## config.mk

```make
export PLATFORM = sky130hd
export DESIGN_NAME = frame_link_engine
export DESIGN_NICKNAME = d
export VERILOG_FILES = /design/src/rtl/fle_pkg.sv /design/src/rtl/fle_classify.sv /design/src/rtl/fle_chk_acc.sv /design/src/rtl/fle_rx_frame.sv /design/src/rtl/frame_link_engine.sv
export SDC_FILE = /design/constraint.sdc
export NUM_CORES = 1
export LEC_CHECK = 0
export ABC_AREA = 1
export CORE_MARGIN = 4
export CORE_UTILIZATION = 47
export DETAILED_ROUTE_END_ITERATION = 10
export PLACE_DENSITY = 0.79
export SLEW_MARGIN = 5
export SYNTH_ARGS = -nofsm -noshare
export SYNTH_HDL_FRONTEND = slang
export SYNTH_SLANG_ARGS = --single-unit
export TNS_END_PERCENT = 20
```

## constraint.sdc

```tcl
create_clock -name clk -period 1.53 [get_ports clk]
set_input_delay 0.306 -clock clk [delete_from_list [all_inputs] [get_ports clk]]
set_output_delay 0.306 -clock clk [all_outputs]
set_load 0.02 [all_outputs]
```

## src/rtl/fle_pkg.sv

```systemverilog
package fle_pkg;

    localparam int DW     = 32;
    localparam int KW     = DW / 8;
    localparam int N_PRIM = 11;

    localparam logic [KW-1:0] K_CTRL = KW'(1);
    localparam logic [KW-1:0] K_NONE = '0;

    typedef enum logic [3:0] {
        PR_NONE  = 4'd0,
        PR_SYNC  = 4'd1,
        PR_XRDY  = 4'd2,
        PR_RRDY  = 4'd3,
        PR_SOF   = 4'd4,
        PR_EOF   = 4'd5,
        PR_WTRM  = 4'd6,
        PR_HOLD  = 4'd7,
        PR_HOLDA = 4'd8,
        PR_RIP   = 4'd9,
        PR_ROK   = 4'd10,
        PR_RERR  = 4'd11
    } prim_e;

    typedef enum logic [2:0] {
        LS_IDLE,
        LS_ASK,
        LS_SOF,
        LS_DATA,
        LS_CHK,
        LS_EOF,
        LS_WAIT
    } lstate_e;

    typedef struct packed {
        logic [DW-1:0] data;
        logic [KW-1:0] k;
    } dword_t;

    // Fixed 32-bit line codes; low byte is the K28.3 control character.
    function automatic logic [DW-1:0] prim_word(prim_e p);
        logic [DW-1:0] w;
        case (p)
            PR_SYNC:  w = 32'hB5B5_957C;
            PR_XRDY:  w = 32'h5757_B57C;
            PR_RRDY:  w = 32'h4A4A_957C;
            PR_SOF:   w = 32'h3737_B57C;
            PR_EOF:   w = 32'hD5D5_B57C;
            PR_WTRM:  w = 32'h5858_B57C;
            PR_HOLD:  w = 32'hD5D5_AA7C;
            PR_HOLDA: w = 32'h9595_AA7C;
            PR_RIP:   w = 32'h5555_B57C;
            PR_ROK:   w = 32'h3535_B57C;
            PR_RERR:  w = 32'h5656_B57C;
            default:  w = '0;
        endcase
        return w;
    endfunction

    function automatic dword_t ctrl(prim_e p);
        dword_t d;
        d.data = prim_word(p);
        d.k    = K_CTRL;
        return d;
    endfunction

    function automatic dword_t payload(logic [DW-1:0] v);
        dword_t d;
        d.data = v;
        d.k    = K_NONE;
        return d;
    endfunction

endpackage

```

## src/rtl/fle_classify.sv

```systemverilog
module fle_classify
    import fle_pkg::*;
(
    input  logic [DW-1:0] data,
    input  logic [KW-1:0] k,
    output prim_e         kind,
    output logic          is_data
);

    logic [N_PRIM:1] hit;

    for (genvar i = 1; i <= N_PRIM; i++) begin : g_cmp
        assign hit[i] = (k == K_CTRL) && (data == prim_word(prim_e'(i)));
    end

    always_comb begin
        kind = PR_NONE;
        for (int i = 1; i <= N_PRIM; i++) begin
            if (hit[i]) kind = prim_e'(i);
        end
    end

    assign is_data = (k == K_NONE);

endmodule

```

## src/rtl/fle_chk_acc.sv

```systemverilog
module fle_chk_acc
    import fle_pkg::*;
#(
    parameter logic [DW-1:0] SEED = 32'h5232_5032
) (
    input  logic          clk,
    input  logic          rst,
    input  logic          clear,
    input  logic          en,
    input  logic [DW-1:0] din,
    output logic [DW-1:0] acc
);

    // Placeholder check hook: seed XOR every accepted dword.
    always_ff @(posedge clk) begin
        if (rst || clear) begin
            acc <= SEED;
        end else if (en) begin
            acc <= acc ^ din;
        end
    end

endmodule

```

## src/rtl/fle_rx_frame.sv

```systemverilog
module fle_rx_frame
    import fle_pkg::*;
#(
    parameter logic [DW-1:0] SEED = 32'h5232_5032
) (
    input  logic          clk,
    input  logic          rst,
    input  logic          open_i,
    input  logic          word_en_i,
    input  logic [DW-1:0] word_i,
    input  logic          close_i,
    output logic          out_valid_o,
    output logic [DW-1:0] out_data_o,
    output logic          done_o,
    output logic          good_o
);

    logic          held_v;
    logic [DW-1:0] held_d;
    logic [DW-1:0] acc;
    logic          emit;

    // A word leaves only once a successor proves it is not the check dword.
    assign emit = word_en_i && held_v;

    fle_chk_acc #(.SEED(SEED)) u_acc (
        .clk   (clk),
        .rst   (rst),
        .clear (open_i),
        .en    (emit),
        .din   (held_d),
        .acc   (acc)
    );

    always_ff @(posedge clk) begin
        if (rst) begin
            held_v      <= 1'b0;
            held_d      <= '0;
            out_valid_o <= 1'b0;
            out_data_o  <= '0;
            done_o      <= 1'b0;
            good_o      <= 1'b0;
        end else begin
            out_valid_o <= emit;
            done_o      <= close_i;
            good_o      <= close_i && held_v && (held_d == acc);
            if (emit) begin
                out_data_o <= held_d;
            end
            if (open_i || close_i) begin
                held_v <= 1'b0;
            end else if (word_en_i) begin
                held_v <= 1'b1;
                held_d <= word_i;
            end
        end
    end

endmodule

```

## src/rtl/frame_link_engine.sv

```systemverilog
module frame_link_engine
    import fle_pkg::*;
#(
    parameter logic [DW-1:0] CHK_SEED = 32'h5232_5032
) (
    input  logic          clk,
    input  logic          rst,
    input  logic [DW-1:0] phy_rx_data,
    input  logic [KW-1:0] phy_rx_k,
    output logic [DW-1:0] phy_tx_data,
    output logic [KW-1:0] phy_tx_k,
    input  logic          txf_empty,
    input  logic [DW-1:0] txf_data,
    input  logic          txf_last,
    output logic          txf_pop,
    output logic          tx_done,
    output logic          tx_ok,
    output logic          rxo_valid,
    output logic [DW-1:0] rxo_data,
    output logic          rxo_done,
    output logic          rxo_good
);

    prim_e         rk;
    logic          r_data;
    lstate_e       st, st_nx;
    dword_t        out_q, out_nx;
    logic          pop, start, fin, fin_ok;
    logic          rx_open, open_p, close_p, word_p;
    logic [DW-1:0] tx_acc;

    fle_classify u_cls (
        .data    (phy_rx_data),
        .k       (phy_rx_k),
        .kind    (rk),
        .is_data (r_data)
    );

    fle_chk_acc #(.SEED(CHK_SEED)) u_tx_acc (
        .clk   (clk),
        .rst   (rst),
        .clear (start),
        .en    (pop),
        .din   (txf_data),
        .acc   (tx_acc)
    );

    fle_rx_frame #(.SEED(CHK_SEED)) u_rx (
        .clk         (clk),
        .rst         (rst),
        .open_i      (open_p),
        .word_en_i   (word_p),
        .word_i      (phy_rx_data),
        .close_i     (close_p),
        .out_valid_o (rxo_valid),
        .out_data_o  (rxo_data),
        .done_o      (rxo_done),
        .good_o      (rxo_good)
    );

    always_comb begin
        st_nx   = st;
        out_nx  = ctrl(PR_SYNC);
        pop     = 1'b0;
        start   = 1'b0;
        fin     = 1'b0;
        fin_ok  = 1'b0;
        open_p  = 1'b0;
        close_p = 1'b0;
        word_p  = 1'b0;
        case (st)
            LS_IDLE: begin
                if (rk == PR_XRDY) begin
                    out_nx = ctrl(PR_RRDY);
                end else if (!txf_empty && !rx_open && rk == PR_SYNC) begin
                    start  = 1'b1;
                    out_nx = ctrl(PR_XRDY);
                    st_nx  = LS_ASK;
                end else if (rk == PR_WTRM) begin
                    out_nx  = ctrl(PR_ROK);
                    close_p = rx_open;
                end else if (rk == PR_HOLD) begin
                    out_nx = ctrl(PR_HOLDA);
                end else if (rk == PR_EOF) begin
                    out_nx = ctrl(PR_SYNC);
                end else if (rx_open) begin
                    out_nx = ctrl(PR_RIP);
                    word_p = r_data;
                end else if (rk == PR_SOF) begin
                    open_p = 1'b1;
                end
            end
            LS_ASK: begin
                out_nx = ctrl(PR_XRDY);
                if (rk == PR_RRDY) st_nx = LS_SOF;
            end
            LS_SOF: begin
                out_nx = ctrl(PR_SOF);
                st_nx  = LS_DATA;
            end
            LS_DATA: begin
                if (rk == PR_HOLD) begin
                    out_nx = ctrl(PR_HOLDA);
                end else if (txf_empty) begin
                    out_nx = ctrl(PR_HOLD);
                end else begin
                    out_nx = payload(txf_data);
                    pop    = 1'b1;
                    if (txf_last) st_nx = LS_CHK;
                end
            end
            LS_CHK: begin
                if (rk == PR_HOLD) begin
                    out_nx = ctrl(PR_HOLDA);
                end else begin
                    out_nx = payload(tx_acc);
                    st_nx  = LS_EOF;
                end
            end
            LS_EOF: begin
                out_nx = ctrl(PR_EOF);
                st_nx  = LS_WAIT;
            end
            LS_WAIT: begin
                if (rk == PR_ROK || rk == PR_RERR) begin
                    fin    = 1'b1;
                    fin_ok = (rk == PR_ROK);
                    st_nx  = LS_IDLE;
                end else begin
                    out_nx = ctrl(PR_WTRM);
                end
            end
            default: st_nx = LS_IDLE;
        endcase
    end

    always_ff @(posedge clk) begin
        if (rst) begin
            st      <= LS_IDLE;
            out_q   <= ctrl(PR_SYNC);
            rx_open <= 1'b0;
            tx_done <= 1'b0;
            tx_ok   <= 1'b0;
        end else begin
            st      <= st_nx;
            out_q   <= out_nx;
            tx_done <= fin;
            tx_ok   <= fin && fin_ok;
            if (open_p) begin
                rx_open <= 1'b1;
            end else if (close_p) begin
                rx_open <= 1'b0;
            end
        end
    end

    assign phy_tx_data = out_q.data;
    assign phy_tx_k    = out_q.k;
    assign txf_pop     = pop;

endmodule

```

==> results.sh <==
export IMPL_slew_violations=0
export IMPL_cts_buffer_depth=2
export IMPL_pin_count=146
export IMPL_finalCritPeriodShare=1.17
export IMPL_dr_pass1_iters=7
export IMPL_seqPwrFrac=0.337
export IMPL_first_iter_violations=986
export IMPL_synth_top_area_frac=0.435
export IMPL_cp_max_fo=7
export IMPL_cp_startpoint="st[1]"
export IMPL_die_area_mm2=0.0189
export IMPL_tritoncts="yes"
export IMPL_ff2ff_path_depth=10
export IMPL_p_per_area_mw_per_mm2=1180
export IMPL_power_total_uw=14600
export IMPL_dp_hpwl_um=17000
export IMPL_finClkSkew_ps=12.6
export IMPL_failed_checks="negative setup slack"
export IMPL_setup_ws_ps=-259
export IMPL_maxCapViolations=0
export IMPL_wl_um=29600
export IMPL_postCtsHoldBufs=0
export IMPL_ys_warn_count=0
export IMPL_yosysSeqAreaShare=0.435
export IMPL_die_h_um=137
export IMPL_grt_pass1_vias=8587
export IMPL_gp_congestion=0.934
export IMPL_die_x_um=137
export IMPL_holdWs_ps=152
export IMPL_grt_first_pass_wirelength_um=42300
export IMPL_wl_per_cell_um=17.8
export IMPL_required_ps=1860
export IMPL_synth_largest_area_cell="dfxtp_1"
export IMPL_rows=47
export IMPL_vias=9214
export IMPL_ant_nets=0
export IMPL_antenna_found_initial=0
export IMPL_crit_reg2reg_launch="st[1]"
export IMPL_p_leak_uw=0.00592
export IMPL_htreeDepth=4
export IMPL_holdCritStartpoint="phy_rx_data[27]"
export IMPL_startpoint_type="flip-flop"
export IMPL_place_inst=1539
export IMPL_setup_violations=150
export IMPL_synth_area_leaders="dfxtp_1, nor2_1, nand2_1, o21ai_0, nand3_1"
export IMPL_critPathCaptureType="flip-flop"
export IMPL_fin_cells=1665
export IMPL_drc=0
export IMPL_cts_made_buffers=17
export IMPL_overflow=0
export IMPL_fin_crit_ps=1790
export IMPL_clk_latency_ps=440
export IMPL_min_path_cells=3
export IMPL_cts_root_buf="clkbuf_16"
export IMPL_grt_max_degree=43
export IMPL_syn_to_final_growth_pct=58.2
export IMPL_avgViaCountPerCell=5.53
export IMPL_max_clock_freq_mhz=559
export IMPL_syn_inst=1079
export IMPL_pwr_share_clk=0.302
export IMPL_cts_sink_count=171
export IMPL_num_nets_final=1504
export IMPL_netlist_area_mm2=0.00786
export IMPL_p_int_uw=9370
export IMPL_grtUsageTotal=0.286
export IMPL_rsz0062_at_grt="yes"
export IMPL_worstPathArrival_ps=2120
export IMPL_hold_class="primary input to flip-flop"
export IMPL_switching_share=0.360
export IMPL_post_place_ws_ps=-946
export IMPL_start_util=0.478
export IMPL_comb_power_share=0.361
export IMPL_syn_area_per_cell_um2=7.29
export IMPL_layout_drive_gt1_share=0.345
export IMPL_finalHoldViolCount=0
export IMPL_status="finished, violations left"
export IMPL_clk_pin_slew_ps=70
export IMPL_irDropWorstVdd_uv=874
export IMPL_path_class="flip-flop to flip-flop"
export IMPL_diodes=0
export IMPL_core_area_mm2=0.0165
export IMPL_port_buffers=142
export IMPL_fillers=1056
export IMPL_synth_seq_cells=171
export IMPL_synth_cell_types=38
export IMPL_final_core_util=0.755
export IMPL_switchingPower_uw=5280
metal layers:
layer / GRT usage / part of all wire / wire [µm] / vias up
met1: 0.355 / 0.38 / 11200 / 4313
li1: - / - / - / 4199
met3: 0.0584 / 0.087 / 2590 / 152
met5: 0 / 0 / 0 / -
met4: 0.114 / 0.052 / 1530 / 0
met2: 0.485 / 0.48 / 14300 / 550
flip-flops by register name, summed over array words and instances (netlist names):
register and flops:
u_rx.good_o 1, st 3, tx_done 1, u_rx.done_o 1
rx_open 1, phy_tx_data 32, u_rx.held_d 32, phy_tx_k 1
u_tx_acc.acc 32, u_rx.out_data_o 32, u_rx.held_v 1, u_rx.u_acc.acc 32
tx_ok 1, u_rx.out_valid_o 1
worst paths after layout:
| path | endpoint | slack [ps] |
|---|---|---|
| setup reg to reg | u_tx_acc.acc[26] | -260 |
| hold reg to reg | u_tx_acc.acc[23] | 460 |
| hold / removal | u_rx.held_d[27] | 150 |
| setup / recovery | u_tx_acc.acc[26] | -260 |
power groups by stage:
stage               registers, µW  clock network, µW  logic [µW]
finish                       4940               4430        5280
global route                 4960               4600        5520
CTS                          4920               4410        4320
detailed placement           5010                  0        3850
global placement             5010                  0        3820
floorplan                    5360                  0        1660
placed cells by master (no fill, tap or decap), types with 14 or more instances in the layout:
cell type	instances
buf_2	14
xor2_1	37
nand2_2	30
dlygate4sd2_1	71
nor2_1	166
nand2_4	21
buf_12	14
nand3_1	57
nand3_2	15
clkdlybuf4s50_1	35
buf_6	24
dfxtp_1	168
nor2_2	26
inv_1	54
nand2_1	144
clkbuf_16	17
inv_2	29
buf_4	199
nand4_1	16
a21oi_1	47
nor2_4	30
o21ai_0	91
logic make-up after synthesis:
family | share of synthesized area
flip-flops | 0.435
AND/OR/NAND/NOR | 0.303
AO/OA/AOI/OAI | 0.122
buffers and inverters | 0.0804
other | 0.000477
XOR/XNOR | 0.0592
synth_stat cells:
cell type and n:
a211oi_1 1, a21boi_1 1, a21oi_1 58, a21oi_2 3
a221oi_1 1, and3_1 1, buf_12 1, buf_2 15
buf_4 9, buf_6 5, clkbuf_1 19, clkinv_1 1
conb_1 1, dfxtp_1 171, inv_1 78, inv_2 12
nand2_1 182, nand2_2 4, nand2_4 9, nand3_1 72
nand3_2 4, nand3b_1 5, nand4_1 16, nor2_1 206
nor2_2 13, nor2_4 3, nor3_1 14, nor3_2 2
nor4_1 7, o211ai_1 7, o21ai_0 95, o21ai_1 6
o21bai_1 6, o22ai_1 2, or2_2 1, xnor2_1 5
xor2_1 37, xor2_2 6
area by class of cell:
class                   instances  area, µm²  share of cell area
multi-input cells             770       4420               0.356
clock buffers                  17        425              0.0342
repair buffers                381       3340               0.268
clock inverters                15        180              0.0145
well taps                     220        275              0.0221
inverters                      91        369              0.0297
flip-flops and latches        171       3430               0.276
through the flow:
| step | TNS [ps] | cell area (µm²) |
|---|---|---|
| floorplan | -0.0905 | 7900 |
| global placement | -103690 | 10500 |
| detailed placement | -109340 | 10500 |
| CTS | -4630 | 12100 |
| global route | -24430 | 12400 |
| finish | -17060 | 12400 |
what timing repair did:
item                       CTS  global route
setup endpoints to repair  235           170
setup buffers               79            15
resized for setup          294           118
cloned                       2             0
pin swaps                   48            59
worst max-delay path: stages, from the launching register on:
cell,delay (ps)
dfxtp_2,340
buf_6,130
nor2_4,130
inv_2,60
nor2_4,130
buf_6,130
nand4_1,160
nand2_4,220
buf_12,160
o21bai_1,150
a21oi_1,80
Note: power is estimated with default switching activity, not from simulation.
